--- src/rtl/vipc_pkg.sv ---
package vipc_pkg;
    localparam int unsigned VEC_W_DEF = 8;
    localparam int unsigned CLS_W_DEF = 4;
    localparam int unsigned BUS_W_DEF = 32;
endpackage

--- src/rtl/vipc_msb_find.sv ---
module vipc_msb_find #(
    parameter int unsigned N  = 256,
    parameter int unsigned IW = $clog2(N)
) (
    input  logic [N-1:0]  bits_i,
    output logic          found_o,
    output logic [IW-1:0] idx_o
);
    always_comb begin
        found_o = 1'b0;
        idx_o   = '0;
        for (int i = 0; i < N; i++) begin
            if (bits_i[i]) begin
                found_o = 1'b1;
                idx_o   = IW'(i);
            end
        end
    end
endmodule

--- src/rtl/vipc_prio_eval.sv ---
module vipc_prio_eval #(
    parameter int unsigned VEC_W = 8,
    parameter int unsigned CLS_W = 4
) (
    input  logic             sw_en_i,
    input  logic             req_found_i,
    input  logic [VEC_W-1:0] req_idx_i,
    input  logic             svc_found_i,
    input  logic [VEC_W-1:0] svc_idx_i,
    input  logic [VEC_W-1:0] task_pri_i,
    output logic [VEC_W-1:0] proc_pri_o,
    output logic             irq_ok_o,
    output logic             ack_take_o
);
    localparam int unsigned SUB_W = VEC_W - CLS_W;

    logic [CLS_W-1:0] task_cls, svc_cls, req_cls, proc_cls;

    assign task_cls = task_pri_i[VEC_W-1:SUB_W];
    assign svc_cls  = svc_idx_i[VEC_W-1:SUB_W];
    assign req_cls  = req_idx_i[VEC_W-1:SUB_W];

    always_comb begin
        if (!svc_found_i || task_cls >= svc_cls) begin
            proc_pri_o = task_pri_i;
        end else begin
            proc_pri_o = {svc_cls, {SUB_W{1'b0}}};
        end
    end

    assign proc_cls = proc_pri_o[VEC_W-1:SUB_W];

    assign irq_ok_o = sw_en_i && req_found_i &&
                      !((proc_pri_o != '0) && (req_cls <= proc_cls));

    assign ack_take_o = sw_en_i && req_found_i &&
                        !((task_pri_i != '0) && (req_idx_i <= task_pri_i));
endmodule

--- src/rtl/vipc_top.sv ---
module vipc_top #(
    parameter int unsigned VEC_W = vipc_pkg::VEC_W_DEF,
    parameter int unsigned CLS_W = vipc_pkg::CLS_W_DEF,
    parameter int unsigned BUS_W = vipc_pkg::BUS_W_DEF
) (
    input  logic                     clk_i,
    input  logic                     rst_ni,
    input  logic                     acc_valid_i,
    input  logic [VEC_W-1:0]         acc_vec_i,
    input  logic                     acc_level_i,
    input  logic                     ack_i,
    output logic                     ack_valid_o,
    output logic [VEC_W-1:0]         ack_vec_o,
    input  logic                     eoi_i,
    input  logic                     tpr_we_i,
    input  logic [VEC_W-1:0]         tpr_wdata_i,
    output logic [CLS_W-1:0]         tpr_rdata_o,
    input  logic                     svr_we_i,
    input  logic [BUS_W-1:0]         svr_wdata_i,
    output logic [VEC_W:0]           svr_o,
    output logic [(1<<VEC_W)-1:0]    irr_o,
    output logic [(1<<VEC_W)-1:0]    isr_o,
    output logic [(1<<VEC_W)-1:0]    tmr_o,
    output logic                     irq_o
);
    localparam int unsigned NUM_VEC = 1 << VEC_W;
    localparam int unsigned SUB_W   = VEC_W - CLS_W;
    localparam int unsigned SVR_W   = VEC_W + 1;
    localparam logic [SVR_W-1:0] SVR_RST = {1'b0, {VEC_W{1'b1}}};

    typedef struct packed {
        logic [NUM_VEC-1:0] irr;
        logic [NUM_VEC-1:0] isr;
        logic [NUM_VEC-1:0] tmr;
        logic [CLS_W-1:0]   tpr_cls;
        logic [SVR_W-1:0]   svr;
        logic               ack_v;
        logic [VEC_W-1:0]   ack_vec;
    } state_t;

    state_t st_q, st_d;

    logic             req_found, svc_found, irq_ok, ack_take;
    logic [VEC_W-1:0] req_idx, svc_idx, task_pri, proc_pri;

    assign task_pri = {st_q.tpr_cls, {SUB_W{1'b0}}};

    vipc_msb_find #(.N(NUM_VEC), .IW(VEC_W)) req_find_i (
        .bits_i  (st_q.irr),
        .found_o (req_found),
        .idx_o   (req_idx)
    );

    vipc_msb_find #(.N(NUM_VEC), .IW(VEC_W)) svc_find_i (
        .bits_i  (st_q.isr),
        .found_o (svc_found),
        .idx_o   (svc_idx)
    );

    vipc_prio_eval #(.VEC_W(VEC_W), .CLS_W(CLS_W)) eval_i (
        .sw_en_i     (st_q.svr[VEC_W]),
        .req_found_i (req_found),
        .req_idx_i   (req_idx),
        .svc_found_i (svc_found),
        .svc_idx_i   (svc_idx),
        .task_pri_i  (task_pri),
        .proc_pri_o  (proc_pri),
        .irq_ok_o    (irq_ok),
        .ack_take_o  (ack_take)
    );

    always_comb begin
        st_d       = st_q;
        st_d.ack_v = 1'b0;
        // retirement first
        if (eoi_i && svc_found) begin
            st_d.isr[svc_idx] = 1'b0;
        end
        // acknowledge move second
        if (ack_i) begin
            st_d.ack_v = 1'b1;
            if (ack_take) begin
                st_d.irr[req_idx] = 1'b0;
                st_d.isr[req_idx] = 1'b1;
                st_d.ack_vec      = req_idx;
            end else begin
                st_d.ack_vec      = st_q.svr[VEC_W-1:0];
            end
        end
        // new request last
        if (acc_valid_i) begin
            st_d.irr[acc_vec_i] = 1'b1;
            st_d.tmr[acc_vec_i] = acc_level_i;
        end
        if (tpr_we_i) begin
            st_d.tpr_cls = tpr_wdata_i[CLS_W-1:0];
        end
        if (svr_we_i) begin
            st_d.svr = svr_wdata_i[SVR_W-1:0];
        end
    end

    always_ff @(posedge clk_i) begin
        if (!rst_ni) begin
            st_q.irr     <= '0;
            st_q.isr     <= '0;
            st_q.tmr     <= '0;
            st_q.tpr_cls <= '0;
            st_q.svr     <= SVR_RST;
            st_q.ack_v   <= 1'b0;
            st_q.ack_vec <= '0;
        end else begin
            st_q <= st_d;
        end
    end

    assign ack_valid_o = st_q.ack_v;
    assign ack_vec_o   = st_q.ack_vec;
    assign tpr_rdata_o = st_q.tpr_cls;
    assign svr_o       = st_q.svr;
    assign irr_o       = st_q.irr;
    assign isr_o       = st_q.isr;
    assign tmr_o       = st_q.tmr;
    assign irq_o       = irq_ok;
endmodule

--- config.mk ---
export PLATFORM = sky130hd
export DESIGN_NAME = vipc_top
export DESIGN_NICKNAME = d
export VERILOG_FILES = /design/src/rtl/vipc_pkg.sv /design/src/rtl/vipc_msb_find.sv /design/src/rtl/vipc_prio_eval.sv /design/src/rtl/vipc_top.sv
export SDC_FILE = /design/constraint.sdc
export NUM_CORES = 2
export LEC_CHECK = 0
export BUFFER_PORTS_ARGS = -buffer_cell sky130_fd_sc_hd__buf_4
export CORE_AREA = 10 10 325 327
export CTS_CLUSTER_SIZE = 14
export DETAILED_ROUTE_END_ITERATION = 10
export DIE_AREA = 0 0 335 337
export GPL_TIMING_DRIVEN = 0
export SLEW_MARGIN = 25
export SYNTH_ARGS = -nofsm -noshare
export SYNTH_HDL_FRONTEND = slang
export SYNTH_SLANG_ARGS = --single-unit
--- constraint.sdc ---
create_clock -name clk_i -period 4.7 [get_ports clk_i]
set_input_delay 0.705 -clock clk_i [delete_from_list [all_inputs] [get_ports clk_i]]
set_output_delay 0.705 -clock clk_i [all_outputs]
set_load 0.005 [all_outputs]
After elaboration in Yosys (flattened, before gate mapping)
Cells that the tools add are included.
{"block": "word_totals", "reg_bits": 790, "latch_bits": 0, "mem_bits_rw": 0, "rom_bits": 0, "inputBits": 56, "output_inout_bits": 791, "wordCells": 1073, "mem_count": 0}
{"block": "classes", "n_addsub": 0, "multipliers": 0, "div": 0, "magnitude_cmp": 9, "eq_ne": 0, "shift": 0, "n_mux": 1036, "n_bitwise": 6, "n_reduce_logical": 15}
{"cell": "two-way mux 8 bit", "n": 258}
{"cell": "two-way mux 512 bit", "n": 2}
{"cell": "two-way mux 7 bit", "n": 128}
{"cell": "two-way mux 1 bit", "n": 517}
{"cell": "AND 256 bit", "n": 2}
{"cell": "two-way mux 256 bit", "n": 2}
{"cell": "inverter 256 bit", "n": 2}
{"cell": "OR 256 bit", "n": 2}
{"cell": "two-way mux 6 bit", "n": 64}
{"cell": "bitwise mux 256 bit", "n": 1}
{"cell": "two-way mux 5 bit", "n": 32}
{"cell": "two-way mux 4 bit", "n": 16}
{"cell": "< comparator 8 x 9 -> 1 bit, second input constant", "n": 3}
{"cell": "demux 1 bit (select 8 bit)", "n": 3}
{"cell": ">= comparator 8 x 1 -> 1 bit, second input constant", "n": 3}
{"cell": "two-way mux 3 bit", "n": 8}
{"cell": "nonzero test 8 bit", "n": 2}
{"cell": "logical AND 1 bit", "n": 9}
{"cell": "two-way mux 9 bit", "n": 1}
{"cell": "<= comparator 8 bit", "n": 1}
{"cell": "two-way mux 2 bit", "n": 4}
{"cell": ">= comparator 4 bit", "n": 1}
{"cell": "<= comparator 4 bit", "n": 1}
{"cell": "zero test 1 bit", "n": 3}
{"cell": "logical OR 1 bit", "n": 1}

Longest topological paths before layout
{"block": "logic_depth", "word_depth": 267, "mapped_depth": 21, "ltp_nobuf": 21}

Hierarchy
From an unflattened synthesis, not the netlist that was laid out.
{"block": "unflattened", "cells_unflattened": 4638, "area_unflattened_um2": 39461.6}
{"module": "vipc_top", "n_inst": 1, "cells_per_inst": 3361, "area_per_inst_um2": 32185.9}
{"module": "vipc_msb_find", "n_inst": 2, "cells_per_inst": 601, "area_per_inst_um2": 3344.5}
{"module": "vipc_prio_eval", "n_inst": 1, "cells_per_inst": 75, "area_per_inst_um2": 586.8}

Least setup slack after synthesis
No wires, ideal clock.
{"block": "synth_timing", "kind": "register to output", "startpoint": "register st_q, in the netlist isr_o[208]", "endpoint": "output port irq_o", "arrival_time_ns": 4.451, "required_ns": 3.995, "slack_ns": -0.456, "stages_incl_launch_ff": 21, "path_cell_list": "dfxtp_1 > or4_1 > or4bb_1 > nor4_1 > o311ai_1 > o211ai_1 > nand2b_1 > ha_1 > nand2b_1 > a21o_1 > a21o_1 > a221o_1 > mux2_2 > ha_1 > nor2b_1 > o21ai_0 > nand2b_1 > a21oi_1 > a41o_1 > o21ai_0 > and3_1"}
{"block": "synth_via", "elab_chain_len": 55, "word_cells_on_any_way": 105, "classes_between": "order compare (2); mux (97); reduce/logical (6)"}
{"item": "start: declaration", "line": "vipc_top.sv:41", "source": "state_t st_q, st_d;"}
{"item": "start signal: assignment", "line": "vipc_top.sv:113", "source": "st_q <= st_d;"}
{"item": "two-way mux 8 bit or two-way mux 1 bit (tied branches) (48 in series)", "line": "vipc_msb_find.sv:13", "source": "if (bits_i[i]) begin"}
{"item": ">= comparator 4 bit or zero test 1 bit (tied branches)", "line": "vipc_prio_eval.sv:24", "source": "if (!svc_found_i || task_cls >= svc_cls) begin"}
{"item": "logical OR 1 bit", "line": "vipc_prio_eval.sv:24"}
{"item": "two-way mux 8 bit (*)", "line": "vipc_prio_eval.sv:24"}
{"item": "<= comparator 4 bit or nonzero test 8 bit (tied branches)", "line": "vipc_prio_eval.sv:34", "source": "!((proc_pri_o != '0) && (req_cls <= proc_cls));"}
{"item": "logical AND 1 bit (*)", "line": "vipc_prio_eval.sv:34"}
{"item": "zero test 1 bit (*)", "line": "vipc_prio_eval.sv:34"}
{"item": "logical AND 1 bit (*)", "line": "vipc_prio_eval.sv:33", "source": "assign irq_ok_o = sw_en_i && req_found_i &&"}
{"item": "end: declaration", "line": "vipc_top.sv:24", "source": "output logic irq_o"}
Mark *: on every way between the ends. The rest lies on a longest branch, timed or not.

Worst setup path in the final report
{"block": "layout_timing", "startpoint": "register st_q, in the netlist isr_o[116]", "endpoint": "output port irq_o"}
{"block": "layout_via", "elab_chain_len": 147, "word_cells_on_any_way": 289, "classes_between": "order compare (2); mux (281); reduce/logical (6)"}
{"item": "two-way mux 7 bit or two-way mux 1 bit (tied branches) (12 in series)", "line": "vipc_msb_find.sv:13"}
{"item": "two-way mux 8 bit or two-way mux 1 bit (tied branches) (128 in series)", "line": "vipc_msb_find.sv:13"}
{"item": ">= comparator 4 bit or zero test 1 bit (tied branches)", "line": "vipc_prio_eval.sv:24"}
{"item": "logical OR 1 bit", "line": "vipc_prio_eval.sv:24"}
{"item": "two-way mux 8 bit (*)", "line": "vipc_prio_eval.sv:24"}
{"item": "<= comparator 4 bit or nonzero test 8 bit (tied branches)", "line": "vipc_prio_eval.sv:34"}
{"item": "logical AND 1 bit (*)", "line": "vipc_prio_eval.sv:34"}
{"item": "zero test 1 bit (*)", "line": "vipc_prio_eval.sv:34"}
{"item": "logical AND 1 bit (*)", "line": "vipc_prio_eval.sv:33"}
Marks and branches as above.

==> impl_metrics.csv <==
group,metric,value,unit
outcome,outcome,"complete, but fails checks",
outcome,violations,"negative setup slack",
detailed_routing,viasPerCell,6.535,
hold_path,min_path_type,"in -> reg",
timing,final_hold_viol_count,0,
finish,layout.cells.most_common,"buf_4",
place,dp_hpwl,206500,um
clock_network,clk_pin_slew_worst_paths,0.06,ns
floorplan,coreArea,99280,um2
detailed_routing,drt_iter0_drc,7344,
global_route,grtUsageTotal,44.06,%
timing,rsz0062_at_grt,"true",
power_and_ir_drop,power.total,0.01589,W
place,dp_cells,7030,
timing,period_share,135.6,%
place,gp_congestion,1.024,
clock_network,cts_root_buffer,"clkbuf_16",
detailed_routing,wl_per_cell,36.22,um
clock_network,clock_latency,0.72,ns
critical_path,r2r-end,"irr_o[140]",
timing,max_freq,156.9,MHz
critical_path,critPathRequiredTime,3.99,ns
finish,multi_input_area,23200,um2
critical_path,worstPathArrival,5.67,ns
detailed_routing,first_pass_iters,7,
detailed_routing,routed_wl,263700,um
synthesis,synth.cell_area,39350,um2
floorplan,die_width,335,um
clock_network,cts_tree,"done",
critical_path,r2r_setup_slack,-0.09,ns
timing,fin_crit,6.372,ns
critical_path,worstReg2RegStart,"irr_o[8]",
critical_path,crit_type,"reg -> out",
critical_path,end_kind,"output port",
synthesis,ys_seq_elements,790,
synthesis,syn_avg_cell_area,8.029,um2
timing,tns,-1.902,ns
timing,setup_ws,-1.672,ns
global_route,grt_overflow_total,0,
floorplan,die_y,337,um
timing,worst_slew_pin_slew,1.216,ns
power_and_ir_drop,p_leak,21.53,nW
clock_network,cts_num_sinks,790,
finish,areaGrowthSynthToFinish,33.60,%
synthesis,synth_flop_cell,"dfxtp_1",
finish,drive_gt1_share,25.27,%
timing,slew_headroom,18.62,%
place,numPortBuffers,816,
detailed_routing,postRouteAntennaNets,0,
floorplan,io_pins,847,
critical_path,cp-start-kind,"register",
job,drv_cap,0,
detailed_routing,vias,47580,
synthesis,synth_fp_nets,4969,
critical_path,rr_worst_depth,12,
clock_network,numCtsBuffers,89,
floorplan,rows,116,
hold_path,holdPathEnd,"svr_o[1]",
power_and_ir_drop,vdd_ir_drop_max,0.3024,mV
finish,seqCellArea,15860,um2
synthesis,ys_types,89,
synthesis,ys_warn_count,0,
clock_network,cts_hold_buf,0,
floorplan,die_area,112900,um2
finish,instances_no_fill,7281,
synthesis,synth_edf_count,0,
finish,layout_common_cells,"buf_4, dfxtp_1, nand2_1, o21ai_0, nor2_1",
detailed_routing,drc,0,
timing,finalClockSkew,0.02989,ns
synthesis,syn_inst,4901,
clock_network,clk_path_buf_depth,3,
global_route,grt_pass1_vias,44630,
clock_network,cts_max_level,3,
critical_path,cp_max_fo,7,
floorplan,initial_core_util,39.64,%
place,place_ws,-2.456,ns
power_and_ir_drop,power_density,302.3,nW/um2
finish,nFillCells,9797,
hold_path,hp-start,"svr_wdata_i[1]",
global_route,grt_antenna_before_repair,19,
synthesis,yosysSeqAreaShare,40.19,%
global_route,grt_max_degree,14,
finish,nets,5970,
hold_path,hold_depth,3,
timing,report.final.slew_viol_count,0,
synthesis,synthArstFlopShare,0,%
global_route,grt_pass1_wl,356100,um
timing,finalSetupViolations,6,
[critical path, cell delays in order (launching register included)]
cell and delay, ns:
dfxtp_1 0.41, nor4_2 0.50, nand4_1 0.38, nor4_4 0.45
o311ai_4 0.17, o211ai_1 0.19, nand2b_1 0.18, ha_1 0.30
nand2b_4 0.13, a21o_1 0.15, a21o_1 0.15, a221o_1 0.36
mux2_4 0.36, ha_4 0.27, nor2b_1 0.12, o21ai_1 0.06
nand2b_1 0.08, a21oi_1 0.06, a41o_1 0.20, o21ai_1 0.08
and3_4 0.24, buf_6 0.10
[report_power, final]
part           internal [W]  total (W)  switching (W)
Sequential          0.00671    0.00674      0.0000321
Clock               0.00415    0.00738        0.00323
Combinational      0.000447    0.00177        0.00133
[repair_timing]
action,CTS,global route
gates cloned,0,1
gates resized for setup,201,119
setup buffers,57,26
pin swaps,27,24
endpoints found under the setup margin,521,496
[cell families after synthesis]
| family | count (synthesis) | share of synthesized area [%] |
|---|---|---|
| compound gates | 1519 | 26.21 |
| fa+ha+maj | 12 | 0.3815 |
| buf+inv | 442 | 4.436 |
| flops | 790 | 40.19 |
| mux | 143 | 3.647 |
| simple gates | 1995 | 25.14 |
[per-layer routing]
metal  up-vias  GRT usage, %  wire length (um)  part of all wire [%]
li1      20120             -                 -                     -
met1     22950         50.79             93550                    35
met2      3564         68.38            114500                    43
met3       930         15.57             34260                    13
met4        14         29.74             21300                   8.1
met5         -             0               138                 0.052
[synth_stat cells, types with 78 or more instances]
library cell | instances | area share, %
a21boi_0 | 234 | 4.5
nor4_1 | 165 | 2.6
a31o_2 | 79 | 1.8
a31oi_1 | 173 | 2.8
mux2i_1 | 140 | 3.6
o21ai_0 | 435 | 5.5
and3_1 | 78 | 1.2
nor2_1 | 376 | 3.6
inv_1 | 97 | 0.93
o211ai_1 | 117 | 2.2
clkbuf_1 | 286 | 2.7
nor2b_1 | 174 | 2.8
nor3_1 | 110 | 1.4
nand2_1 | 596 | 5.7
dfxtp_1 | 790 | 40
a21oi_1 | 96 | 1.2
nand3_1 | 188 | 2.4
[worst max path at each step]
stage / startpoint / slack (ns) / end
floorplan: isr_o[213] / -0.42 / irq_o
finish: isr_o[116] / -1.67 / irq_o
CTS: isr_o[209] / -1.66 / irq_o
detailed placement: irr_o[34] / -2.46 / irr_o[60]
global placement: irr_o[33] / -2.83 / irr_o[172]
global route: isr_o[209] / -1.79 / irq_o
[metrics by stage]
stage	utilization, %	instance area (um2)	hold WS, ns
after floorplan	-	39380	0.4600
final	52.96	52570	0.2248
after CTS	52.20	51820	0.2140
after global routing	52.94	52560	0.2455
after global placement	47.47	47130	0.4554
after detailed placement	47.81	47470	0.4618
[registers in the layout, indices dropped and copies added, names as in the netlist]
register and cells:
tpr_rdata_o 4, ack_vec_o 8, svr_o 9, isr_o 256
ack_valid_o 1, irr_o 256, tmr_o 256
[final cells by class]
cell class	instances	share of cell area, %
clock buffer	130	4.972
inverter	99	0.7283
timing repair buffer	915	13.36
clock inverter	31	0.6569
sequential	790	30.16
multi-input combinational	3669	44.12
tap	1298	3.089
antenna	11	0.05236
buffer	338	2.856
Note: power is estimated with default switching activity, not from simulation.
